**src/rtl/alarm_cmp.sv**
```systemverilog
module alarm_cmp #(
  parameter int ADDR_W     = 5,
  parameter logic [ADDR_W-1:0] ALM_BASE  = 5'h08,
  parameter logic [ADDR_W-1:0] CTRLA_ADR = 5'h0E,
  parameter logic [ADDR_W-1:0] CTRLB_ADR = 5'h0F,
  parameter int IE_BIT     = 3,
  parameter int NFIELD     = 4
) (
  input  logic              clk,
  input  logic              rst_n,
  input  logic              tick,
  input  logic [7:0]        cur_sec,
  input  logic [7:0]        cur_min,
  input  logic [7:0]        cur_hour,
  input  logic [7:0]        cur_wday,
  input  logic [7:0]        cur_mday,
  input  logic              wr_en,
  input  logic              rd_en,
  input  logic [ADDR_W-1:0] addr,
  input  logic [7:0]        wdata,
  output logic [7:0]        rdata,
  output logic              alarm_flag,
  output logic              irq_n
);

  localparam int HR_IDX  = 2;
  localparam int DAY_IDX = NFIELD - 1;

  logic [7:0]        alm [NFIELD];
  logic [7:0]        cur [NFIELD];
  logic [7:0]        keep [NFIELD];
  logic [NFIELD-1:0] mask_bits;
  logic [NFIELD-1:0] fld_hit;
  logic              irq_en;
  logic              hit;
  logic              flag_rd;
  logic [7:0]        rd_mux;

  assign cur[0] = cur_sec;
  assign cur[1] = cur_min;
  assign cur[2] = cur_hour;
  assign cur[3] = alm[DAY_IDX][6] ? cur_wday : cur_mday;

  for (genvar i = 0; i < NFIELD; i++) begin : g_fld
    localparam logic [7:0] KEEP_M = (i >= HR_IDX) ? 8'h3F : 8'h7F;
    assign keep[i]      = KEEP_M;
    assign mask_bits[i] = alm[i][7];
    assign fld_hit[i]   = mask_bits[i] | ((alm[i] & KEEP_M) == cur[i]);

    always_ff @(posedge clk or negedge rst_n) begin
      if (!rst_n)
        alm[i] <= '0;
      else if (wr_en && addr == ALM_BASE + ADDR_W'(i))
        alm[i] <= (i == HR_IDX) ? (wdata & 8'hBF) : wdata;
    end
  end

  assign hit     = tick & (&fld_hit);
  assign flag_rd = rd_en && addr == CTRLA_ADR;

  always_ff @(posedge clk or negedge rst_n) begin
    if (!rst_n)
      alarm_flag <= 1'b0;
    else if (hit)
      alarm_flag <= 1'b1;
    else if (flag_rd)
      alarm_flag <= 1'b0;
  end

  always_ff @(posedge clk or negedge rst_n) begin
    if (!rst_n)
      irq_en <= 1'b0;
    else if (wr_en && addr == CTRLB_ADR)
      irq_en <= wdata[IE_BIT];
  end

  always_comb begin
    rd_mux = '0;
    for (int i = 0; i < NFIELD; i++)
      if (addr == ALM_BASE + ADDR_W'(i)) rd_mux = alm[i];
    if (addr == CTRLA_ADR) rd_mux = {7'd0, alarm_flag};
    if (addr == CTRLB_ADR) rd_mux[IE_BIT] = irq_en;
  end

  always_ff @(posedge clk or negedge rst_n) begin
    if (!rst_n)
      rdata <= '0;
    else if (rd_en)
      rdata <= rd_mux;
  end

  assign irq_n = ~(alarm_flag & irq_en);

  logic unused_keep;
  assign unused_keep = ^{keep[0], keep[1], keep[2], keep[3]};

endmodule


```
**config.mk**
```make
export PLATFORM = sky130hd
export DESIGN_NAME = alarm_cmp
export DESIGN_NICKNAME = d
export VERILOG_FILES = /design/src/rtl/alarm_cmp.sv
export SDC_FILE = /design/constraint.sdc
export NUM_CORES = 1
export LEC_CHECK = 0
export BUFFER_PORTS_ARGS = -buffer_cell sky130_fd_sc_hd__buf_2
export CORE_AREA = 2 2 67 69
export CTS_CLUSTER_DIAMETER = 80
export DETAILED_ROUTE_END_ITERATION = 12
export DIE_AREA = 0 0 69 71
export GPL_TIMING_DRIVEN = 0
export HOLD_SLACK_MARGIN = 0.03
export PLACE_DENSITY = 0.91
export SLEW_MARGIN = 30
export SYNTH_ARGS = -nofsm -noshare
export SYNTH_HDL_FRONTEND = slang
export SYNTH_SLANG_ARGS = --single-unit
```
**constraint.sdc**
```tcl
create_clock -name clk -period 3.41 [get_ports clk]
set_input_delay 0.341 -clock clk [delete_from_list [all_inputs] [get_ports clk]]
set_output_delay 0.341 -clock clk [all_outputs]
set_load 0.02 [all_outputs]
```
Word-level counts from Yosys, hierarchy flattened
Cells that the tools add are included.
{"block": "op_classes", "muxes": 9, "n_mul": 0, "n_addsub": 0, "bitwise": 7, "div": 0, "reduce_logical": 8, "eq_ne": 10, "shift": 0, "n_lt_le_gt_ge": 0}
{"op": "8-bit 2-to-1 mux", "count": 6}
{"op": "5-bit by 4-bit == test with 1-bit output, second input constant", "count": 6}
{"op": "6-bit by 8-bit == test with 1-bit output", "count": 2}
{"op": "7-bit by 8-bit == test with 1-bit output", "count": 2}
{"op": "1-bit logical AND", "count": 6}
{"op": "1-bit bitwise OR", "count": 4}
{"op": "4-bit AND reduction", "count": 1}
{"op": "1-bit 2-to-1 mux", "count": 3}
{"op": "1-bit bitwise AND", "count": 2}
{"op": "2-bit nonzero test", "count": 1}
{"op": "1-bit inverter", "count": 1}
{"block": "totals", "latchBits": 0, "mem_bits_ro": 0, "out_inout_bits": 10, "ramBits": 0, "reg_bits": 41, "mem_count": 0}

Logic depth before layout (Yosys ltp)
Gate-level depths: netlist (run 1).
{"block": "depth", "ltp_word": 7, "ltp_mapped": 7, "ltp_nobuf": 5}

Least setup slack after synthesis (run 1)
No wires, ideal clock.
{"block": "synth_timing", "path_type": "in2reg", "startpoint": "input port addr[4]", "endpoint": "register rdata[3]", "t_required_ns": 3.266, "path_stages": 6, "arrival_ns": 1.327, "setup_slack_ns": 1.939, "setup_ns": 0.144, "cell_sequence": "nor4bb_1 > buf_2 > buf_6 > nand2_1 > o211ai_1 > o221ai_1"}
{"block": "synth_via", "elab_chain_cells": 7, "word_cells_on_any_way": 12}
{"item": "from (decl)", "line": "19", "rtl": "input logic [ADDR_W-1:0] addr,"}
{"item": "5-bit by 4-bit == test with 1-bit output", "line": "80", "rtl": "if (addr == ALM_BASE + ADDR_W'(i)) rd_mux = alm[i];"}
{"item": "8-bit 2-to-1 mux (4 in a row)", "line": "80"}
{"item": "8-bit 2-to-1 mux", "line": "81", "rtl": "if (addr == CTRLA_ADR) rd_mux = {7'd0, alarm_flag};"}
{"item": "1-bit 2-to-1 mux (*)", "line": "82", "rtl": "if (addr == CTRLB_ADR) rd_mux[IE_BIT] = irq_en;"}
{"item": "to (signal assigned)", "line": "89", "rtl": "rdata <= rd_mux;"}
{"item": "to (decl)", "line": "21", "rtl": "output logic [7:0] rdata,"}
Every way passes the cells marked *; elsewhere a longest branch is shown, timed or not.
A chain may end at the register's enable or synchronous reset.

Worst setup path after layout (run 1)
{"block": "layout_timing", "startpoint": "input port addr[0]", "endpoint": "register rdata[0]"}
{"block": "layout_via", "elab_chain_cells": 6, "word_cells_on_any_way": 10}
{"item": "5-bit by 4-bit == test with 1-bit output", "line": "80"}
{"item": "8-bit 2-to-1 mux (4 in a row)", "line": "80"}
{"item": "8-bit 2-to-1 mux (*)", "line": "81"}
Marks and branches as above.

==> qor.txt, run 1 <==
Congestion Overflow GR -> 0
Crit path arrival time -> 1.79 ns
N_diodes -> 0
Slew @ Worst Pin -> 0.724 ns
Share of post-route cells with drive strength above 1 -> 0.447
# H-tree levels -> 2
Net Count, Synth -> 249
Initial antenna violation count -> 0
Cell accounting for the most synthesized area -> dfrtp_1
Mux contribution to synthesized area -> 0.188
Post-Synth XOR/XNOR Area -> 0.102
PwrDens -> 454 nW/um^2
Final hold vios -> 0
# DRC -> 0
# rows -> 24
Io pins -> 68
Final number of max-transition violations -> 0
Clock root buffer -> clkbuf_8
Multi-input gate area -> 1130 sq um
# resized after CTS -> 0
Routed len/inst -> 17.3 um
Hold Path Class -> in2async
Number of port buffers -> 67
Drt total wl -> 5.51 mm
Total CTS buffers -> 5
Placed cell areas -> 2640 sq um
Status -> complete, no violations
Clock Tree Buf Depth -> 2
Total iterations of the first detailed-routing run -> 4
Number of distinct library cells after synthesis -> 37
Register area share after synthesis -> 0.458
Final worst-path cycle share -> 0.483
Post-CTS Setup Repair Bufs -> 0
Worst Path Max Fanout -> 10
Initial core utilization -> 0.532
Register area -> 1030 sq um
CP Capture Type -> flop
Width of the chip -> 69 um
Vias -> 1827
Die area -> 4900 sq um
Die height -> 71 um
Crit path kind -> in2reg
Final min period -> 1.65 ns
Clock sink count -> 41
Post-route cell area -> 2730 sq um
Required time of the critical path -> 3.55 ns
Synth Area in Compound Gates -> 0.121
Leakage -> 1.36 nW
RSZ-0062 raised after global routing -> false
Vias per cell -> 5.75
CTS Hold Bufs -> 0
Commonest cells after routing, fill and taps aside -> 70 x buf_2, 41 x dfrtp_1, 32 x mux2_2
First-pass GRT wire length -> 8.97 mm
Most common cell after layout, fill and taps aside -> buf_2
Post-route ant nets -> 0
GR Util All Layers -> 0.236
Post-detail-place hpwl -> 4.18 mm
Ys flop type -> dfrtp_1
Slew HR -> 0.512
Avg Cell Area, Syn -> 11.7 sq um
Max cap viols -> 0
Mapped cell area -> 2240 sq um
DR iter-0 viols -> 147
TritonCTS clock tree -> done
Post-synth EDFFs -> 0
Yosys warning total -> 0
Synth top area cells -> dfrtp_1 46%, mux2_2 16%, xor2_1 7.8%
Max Fclk -> 607 MHz
Clock skew -> 0.00868 ns
Setup TNS -> 0 ns
Area Growth Syn to Fin -> 21.9%
Clk pin slew, worst setup/hold paths -> 0.08 ns
Largest net degree at the start of global routing -> 42
Number of synthesized register bits -> 41
Adder-Cell Fraction of Synth Area -> 0
FILL cells -> 340
Final #Nets -> 323
Synth async-reset ratio -> 1.00
Max VDD drop -> 0.251 mV
Top-area cell type share of the netlist area -> 0.458
Reg2Reg Setup Slack -> 1.81 ns
Skew-Pair Late Insertion Delay -> 0.30 ns
Post-Syn Instances -> 191
Synth Area in Simple Gates -> 0.0956
Core area -> 4200 sq um
Final setup viols -> 0
Vias in the first global route -> 1873
GPL Wtd Cong -> 0.905
Crit path launch type -> input pin
Largest family of logic cells by synthesized area -> multiplexers
-- report_power, final --
| group | internal, mW | switching (mW) | total, mW |
|---|---|---|---|
| combinational | 0.154 | 0.132 | 0.286 |
| clock | 0.141 | 0.171 | 0.312 |
| sequential | 0.566 | 0.0729 | 0.639 |
-- routing by layer --
metal	wire, um	share of wire	global-route usage	up-vias
met5	0	0	0	-
met4	77	0.014	0.0828	0
met3	499	0.091	0.0698	8
met2	2760	0.50	0.400	89
met1	2170	0.39	0.291	870
li1	-	-	-	860
-- registers in the layout, indices dropped and copies added (netlist names) --
register	cells
alarm_flag	1
alm	31
irq_en	1
rdata	8
-- path summary, 6_finish.rpt --
kind	from	endpoint	depth (start not counted)
max	addr[0]	rdata[0]	6
min	rst_n	alm[26]	1
max reg2reg	alm[6]	alarm_flag	6
min reg2reg	rdata[3]	rdata[3]	2
max in group asynchronous	rst_n	alm[6]	1
min in group clk	wdata[6]	alm[22]	2
-- synthesized netlist by cell type, types with 2 or more instances --
cell / count
dfrtp_1: 41
mux2_2: 32
xor2_1: 20
nor2_1: 10
inv_1: 7
a21o_1: 6
a222oi_1: 6
mux2i_1: 6
nand2_1: 6
nor4_1: 6
xnor2_1: 6
a21oi_1: 5
o32ai_1: 5
buf_2: 4
clkbuf_1: 3
o21ai_0: 3
buf_6: 2
nand3_1: 2
nand4_1: 2
o221ai_1: 2
-- stage by stage --
stage | hold WS [ns] | util | power [mW] | cells | setup WS [ns]
2_1_floorplan | 0.0454 | - | 0.820 | 191 | 1.94
3_3_place_gp | 0.489 | 0.628 | 0.913 | 310 | 1.60
3_5_place_dp | 0.496 | 0.628 | 0.932 | 310 | 1.55
4_1_cts | 0.194 | 0.648 | 1.24 | 318 | 1.81
5_1_grt | 0.0412 | 0.649 | 1.30 | 318 | 1.66
6_report | 0.00389 | 0.649 | 1.24 | 318 | 1.76
-- cell type report --
cell class | count | area share
multi-input cells | 134 | 0.415
flip-flops and latches | 41 | 0.376
repair buffers | 67 | 0.124
clock buffers | 5 | 0.0252
well taps | 52 | 0.0239
plain buffers | 9 | 0.0197
inverters | 7 | 0.00963
clock inverters | 3 | 0.00642
-- logic make-up (layout without fill, tap and decap cells) --
| group | Yosys count | count (layout) |
|---|---|---|
| flops | 41 | 41 |
| mux | 38 | 38 |
| buf+inv | 16 | 91 |
| simple gates | 36 | 36 |
| compound gates | 34 | 34 |
| xor+xnor | 26 | 26 |
-- worst max-delay path: stages --
cell	delay [ns]
buf_2	0.10
clkbuf_1	0.45
clkbuf_1	0.44
nor2_1	0.12
a31oi_1	0.21
o221ai_1	0.13
No activity file was read; power rests on OpenSTA's default activity.
==> inputs of run 2 (changes only) <==
--- a/config.mk
+++ b/config.mk
@@ -6,13 +6,13 @@
 export NUM_CORES = 1
 export LEC_CHECK = 0
 export BUFFER_PORTS_ARGS = -buffer_cell sky130_fd_sc_hd__buf_2
-export CORE_AREA = 2 2 67 69
+export CORE_AREA = 2 2 73 75
 export CTS_CLUSTER_DIAMETER = 80
 export DETAILED_ROUTE_END_ITERATION = 12
-export DIE_AREA = 0 0 69 71
+export DIE_AREA = 0 0 75 77
 export GPL_TIMING_DRIVEN = 0
 export HOLD_SLACK_MARGIN = 0.03
-export PLACE_DENSITY = 0.91
+export PLACE_DENSITY = 0.82
 export SLEW_MARGIN = 30
 export SYNTH_ARGS = -nofsm -noshare
 export SYNTH_HDL_FRONTEND = slang
==> constraint.sdc (replaced) <==
create_clock -name clk -period 1.5 [get_ports clk]
set_input_delay 0.15 -clock clk [delete_from_list [all_inputs] [get_ports clk]]
set_output_delay 0.15 -clock clk [all_outputs]
set_load 0.02 [all_outputs]
==> run 2 against run 1 <==
  * Sequential share of layout area down 1.1 points
  * Critical path depth unchanged
  * The run now ends with setup timing left
  * Non-clock buffer count increased by 4
  * Global-route usage decreased by 2.6 points
  * Flip-flop and latch count stayed put
==> qor.txt, run 2 (same netlist as run 1, synthesis figures left out) <==
Status -> complete, but fails checks
Clock skew -> 0.00194 ns
Core area -> 4980 sq um
PwrDens -> 1030 nW/um^2
Crit path kind -> reg2reg
Final WS setup -> -0.0752 ns
Final number of max-transition violations -> 0
Post-detail-place hpwl -> 4.32 mm
Slew HR -> 0.648
Total CTS buffers -> 5
DR iter-0 viols -> 174
Width of the chip -> 75 um
Hold Path Class -> in2reg
Max VDD drop -> 0.445 mV
Post-layout util -> 0.565
Crit path launch -> alm[6]
Total iterations of the first detailed-routing run -> 6
Clock Tree Buf Depth -> 2
Die height -> 77 um
Clk pin slew, worst setup/hold paths -> 0.07 ns
Congestion Overflow GR -> 0
Final #Nets -> 327
Skew-Pair Late Insertion Delay -> 0.29 ns
# rows -> 26
Vias in the first global route -> 1960
Crit path launch type -> flop
Post-route ant nets -> 0
Initial core utilization -> 0.450
Max Fclk -> 635 MHz
Share of post-route cells with drive strength above 1 -> 0.465
Dpl ws -> -0.194 ns
Die area -> 5780 sq um
Max FFs per register -> 31
FF-to-FF Start -> alm[6]
Leakage -> 1.39 nW
Regs by FF count -> alm x31, rdata x8
Biggest register -> alm
Clock sink count -> 41
Switching Share -> 0.296
TritonCTS clock tree -> done
Register share of total power -> 0.506
Io pins -> 68
Clock root buffer -> clkbuf_8
Vias -> 1858
Final min period -> 1.58 ns
Final worst-path cycle share -> 1.05
Routed len/inst -> 17.0 um
Commonest cells after routing, fill and taps aside -> 69 x buf_2, 41 x dfrtp_1, 32 x mux2_2
Number of port buffers -> 67
Combinational power share -> 0.243
Switching power -> 855 uW
Crit path arrival time -> 1.77 ns
RSZ-0062 raised after global routing -> true
# H-tree levels -> 2
Total Power -> 2.89 mW
Drt total wl -> 5.78 mm
Area Growth Syn to Fin -> 25.7%
Worst Path Max Fanout -> 8
Clk pwr share -> 0.251
# DRC -> 0
Initial antenna violation count -> 0
Final hold vios -> 0
Violated checks -> setup timing
GR Util All Layers -> 0.210
Largest net degree at the start of global routing -> 42
GPL Wtd Cong -> 0.870
HP Start -> wdata[6]
N_diodes -> 0
Slew @ Worst Pin -> 0.529 ns
First-pass GRT wire length -> 9.26 mm
Vias per cell -> 5.48
Most common cell after layout, fill and taps aside -> buf_2
CP Capture Type -> flop
Int Power -> 2.03 mW
Hold_ws -> 0.131 ns
Max cap viols -> 0
Final setup viols -> 1
Required time of the critical path -> 1.69 ns
run 2: cell count changes in the layout (fill, tap and decap cells not counted), sizes merged:
cell,before,now
clkinv,2,0
clkbuf,8,10
buf,73,76
clkinvlp,1,0
dlygate4sd3,0,1
run 2: layer usage:
layer	global-route usage	routed length [um]	vias up
met4	0.0536	85	0
met2	0.352	2920	68
met3	0.0486	365	9
li1	-	-	863
met5	0	0	-
met1	0.269	2410	918
run 2: power by group through the flow:
stage	combinational (mW)	clock, mW	sequential, mW
floorplan	0.418	0	1.45
global placement	0.620	0	1.46
detailed placement	0.646	0	1.48
CTS	0.684	0.737	1.46
global route	0.765	0.781	1.48
finish	0.700	0.725	1.46
run 2: worst paths after layout:
kind                               to  slack (ns)  cells after the start
setup / recovery           alarm_flag       -0.08                      6
hold / removal                alm[30]        0.13                      2
hold reg to reg              rdata[2]        0.54                      2
max in group asynchronous     alm[19]        0.76                      2
setup reg to reg           alarm_flag       -0.08                      6
min in group asynchronous     alm[13]        0.38                      2
run 2: worst max-delay path, cell delays in order (launching register included):
cell	delay [ns]
dfrtp_1	0.35
buf_6	0.13
mux2i_1	0.22
xnor2_1	0.10
nor4_2	0.29
a41oi_2	0.18
o41ai_2	0.21
run 2: cell type report:
type / instances / area, sq um
multi-input combinational: 134 / 1160
buffer: 9 / 57.6
inverter: 7 / 26.3
fill: 447 / 2160
clock buffer: 7 / 86.3
sequential: 41 / 1030
timing repair buffer: 71 / 370
tap: 70 / 87.6
run 2: metrics by stage:
step | TNS, ns | instances | cell area (sq um)
CTS | -0.0579 | 339 | 2790
global route | -0.179 | 339 | 2810
finish | -0.0752 | 339 | 2810
floorplan | 0 | 191 | 2240
detailed placement | -2.95 | 328 | 2660
global placement | -1.55 | 328 | 2660
run 2: timing repair:
item | CTS | global route
pin swaps | 2 | 2
endpoints found under the hold margin | 41 | 0
buffers inserted | 3 | 0
endpoints found under the setup margin | 1 | 6
hold buffers | 1 | 0
cloned | 0 | 0
resized for setup | 2 | 7
==> inputs of run 3 (changes only) <==
--- a/config.mk
+++ b/config.mk
@@ -13,6 +13,7 @@
 export GPL_TIMING_DRIVEN = 0
 export HOLD_SLACK_MARGIN = 0.03
 export PLACE_DENSITY = 0.82
+export RECOVER_POWER = 25
 export SLEW_MARGIN = 30
 export SYNTH_ARGS = -nofsm -noshare
 export SYNTH_HDL_FRONTEND = slang
==> run 3 against run 2 <==
  * The run still ends with setup timing left
  * Sequential share of layout area barely moved
  * Routed wire length barely moved
  * Clock power barely moved
  * Total power barely moved
  * Sequential power barely moved
  * Worst hold slack barely moved
  * Critical path type unchanged
  * Largest cell class unchanged
==> qor.txt, run 3 (same netlist as run 1, synthesis figures left out) <==
Max Fclk -> 634 MHz
Io pins -> 68
Final worst-path cycle share -> 1.05
Initial core utilization -> 0.450
Width of the chip -> 75 um
Die height -> 77 um
Share of post-route cells with drive strength above 1 -> 0.465
Clk pin slew, worst setup/hold paths -> 0.07 ns
Largest net degree at the start of global routing -> 42
Most common cell after layout, fill and taps aside -> buf_2
Number of port buffers -> 67
Total Power -> 2.88 mW
Area Growth Syn to Fin -> 25.5%
Met1 WL -> 2.42 mm
Dpl ws -> -0.194 ns
Clock skew -> 0.00178 ns
Status -> complete, but fails checks
RSZ-0062 raised after global routing -> true
Final setup viols -> 1
Vias -> 1857
HP Start -> wdata[6]
First-pass GRT wire length -> 9.26 mm
Top sig layer -> met4
Post-route ant nets -> 0
Crit path arrival time -> 1.77 ns
Post-detail-place hpwl -> 4.32 mm
Max VDD drop -> 0.446 mV
Switching Share -> 0.297
Congestion Overflow GR -> 0
Crit path kind -> reg2reg
Hold_ws -> 0.131 ns
Required time of the critical path -> 1.69 ns
Commonest cells after routing, fill and taps aside -> 69 x buf_2, 41 x dfrtp_1, 32 x mux2_2
Max FFs per register -> 31
Final hold vios -> 0
FILL cells -> 446
GR Util All Layers -> 0.210
Total iterations of the first detailed-routing run -> 6
Met3 routed WL -> 368 um
Skew-Pair Late Insertion Delay -> 0.29 ns
Vias in the first global route -> 1960
Drt total wl -> 5.78 mm
# placed instances -> 328
Crit path launch -> alm[6]
Register area -> 1030 sq um
Clock root buffer -> clkbuf_8
Final WS setup -> -0.0769 ns
Violated checks -> setup timing
CP Capture Type -> flop
Worst Path Max Fanout -> 8
Total CTS buffers -> 5
Initial antenna violation count -> 0
Crit path launch type -> flop
Clock sink count -> 41
Slowest stage cell, crit path -> dfrtp_1
TritonCTS clock tree -> done
Max cap viols -> 0
Register share of total power -> 0.507
Multi-input gate area -> 1160 sq um
Biggest register -> alm
# H-tree levels -> 2
Vias per cell -> 5.48
Switching power -> 856 uW
Hold Path Class -> in2reg
Worst path max stage delay -> 0.35 ns
Int Power -> 2.03 mW
Final number of max-transition violations -> 0
GPL Wtd Cong -> 0.870
Critical path cell sequence -> buf_6, mux2i_1, xnor2_1, nor4_2, a41oi_2, o41ai_2
Final min period -> 1.58 ns
FF-to-FF Start -> alm[6]
Regs by FF count -> alm x31, rdata x8
PwrDens -> 1030 nW/um^2
Die area -> 5780 sq um
Non-filler cells, final -> 339
Slew @ Worst Pin -> 1.04 ns
Clk pwr share -> 0.251
Combinational power share -> 0.242
Core area -> 4980 sq um
# DRC -> 0
Final #Nets -> 327
Slew HR -> 0.307
DR iter-0 viols -> 174
N_diodes -> 0
# rows -> 26
Leakage -> 1.39 nW
Met2 WL -> 2.91 mm
Routed len/inst -> 17.0 um
Clock Tree Buf Depth -> 2
-- run 3: cell types whose count changed in the layout (fill, tap and decap cells not counted), sizes merged --
cell and delta:
buf -1, clkbuf +1
-- run 3: layer usage --
layer / vias to the layer above / GRT usage
li1: 863 / -
met1: 915 / 0.269
met2: 70 / 0.352
met3: 9 / 0.0486
met4: 0 / 0.0536
met5: - / 0
-- run 3: path summary, 6_finish.rpt --
check	slack (ns)	cells after the start	end
min	0.13	2	alm[30]
min reg2reg	0.54	2	rdata[2]
max reg2reg	-0.08	6	alarm_flag
min in group asynchronous	0.58	2	alm[13]
max in group asynchronous	0.29	2	alm[19]
max	-0.08	6	alarm_flag
-- run 3: final cells by class --
cell class / instances / area share
multi-input combinational: 134 / 0.412
sequential: 41 / 0.365
timing repair buffer: 71 / 0.131
tap: 70 / 0.0312
clock buffer: 7 / 0.0307
buffer: 9 / 0.0205
inverter: 7 / 0.00935
-- run 3: repair_timing --
item                                    CTS  global route
endpoints found under the hold margin    41             0
buffers inserted                          3             0
pin swaps                                 2             2
hold buffers                              1             0
resized for setup                         2             7
endpoints found under the setup margin    1             6
-- run 3: power by group through the flow --
stage / sequential (mW) / clock [mW] / combinational (mW)
6_report: 1.46 / 0.724 / 0.699
5_1_grt: 1.48 / 0.781 / 0.764
4_1_cts: 1.46 / 0.737 / 0.684
3_5_place_dp: 1.48 / 0 / 0.646
3_3_place_gp: 1.46 / 0 / 0.620
2_1_floorplan: 1.45 / 0 / 0.418
-- run 3: metrics by stage --
| step | setup TNS, ns | util | cell area, sq um |
|---|---|---|---|
| floorplan | 0 | - | 2240 |
| global placement | -1.55 | 0.535 | 2660 |
| detailed placement | -2.95 | 0.535 | 2660 |
| CTS | -0.0579 | 0.561 | 2790 |
| global route | -0.179 | 0.565 | 2810 |
| finish | -0.0769 | 0.565 | 2810 |
-- run 3: critical path: cells and delay by family (launching register included) --
family	cells	cell delay, ns
AND/OR/NAND/NOR	1	0.29
multiplexers	1	0.22
buffers and inverters	1	0.13
AO/OA/AOI/OAI	2	0.39
XOR/XNOR	1	0.10
flip-flops	1	0.35
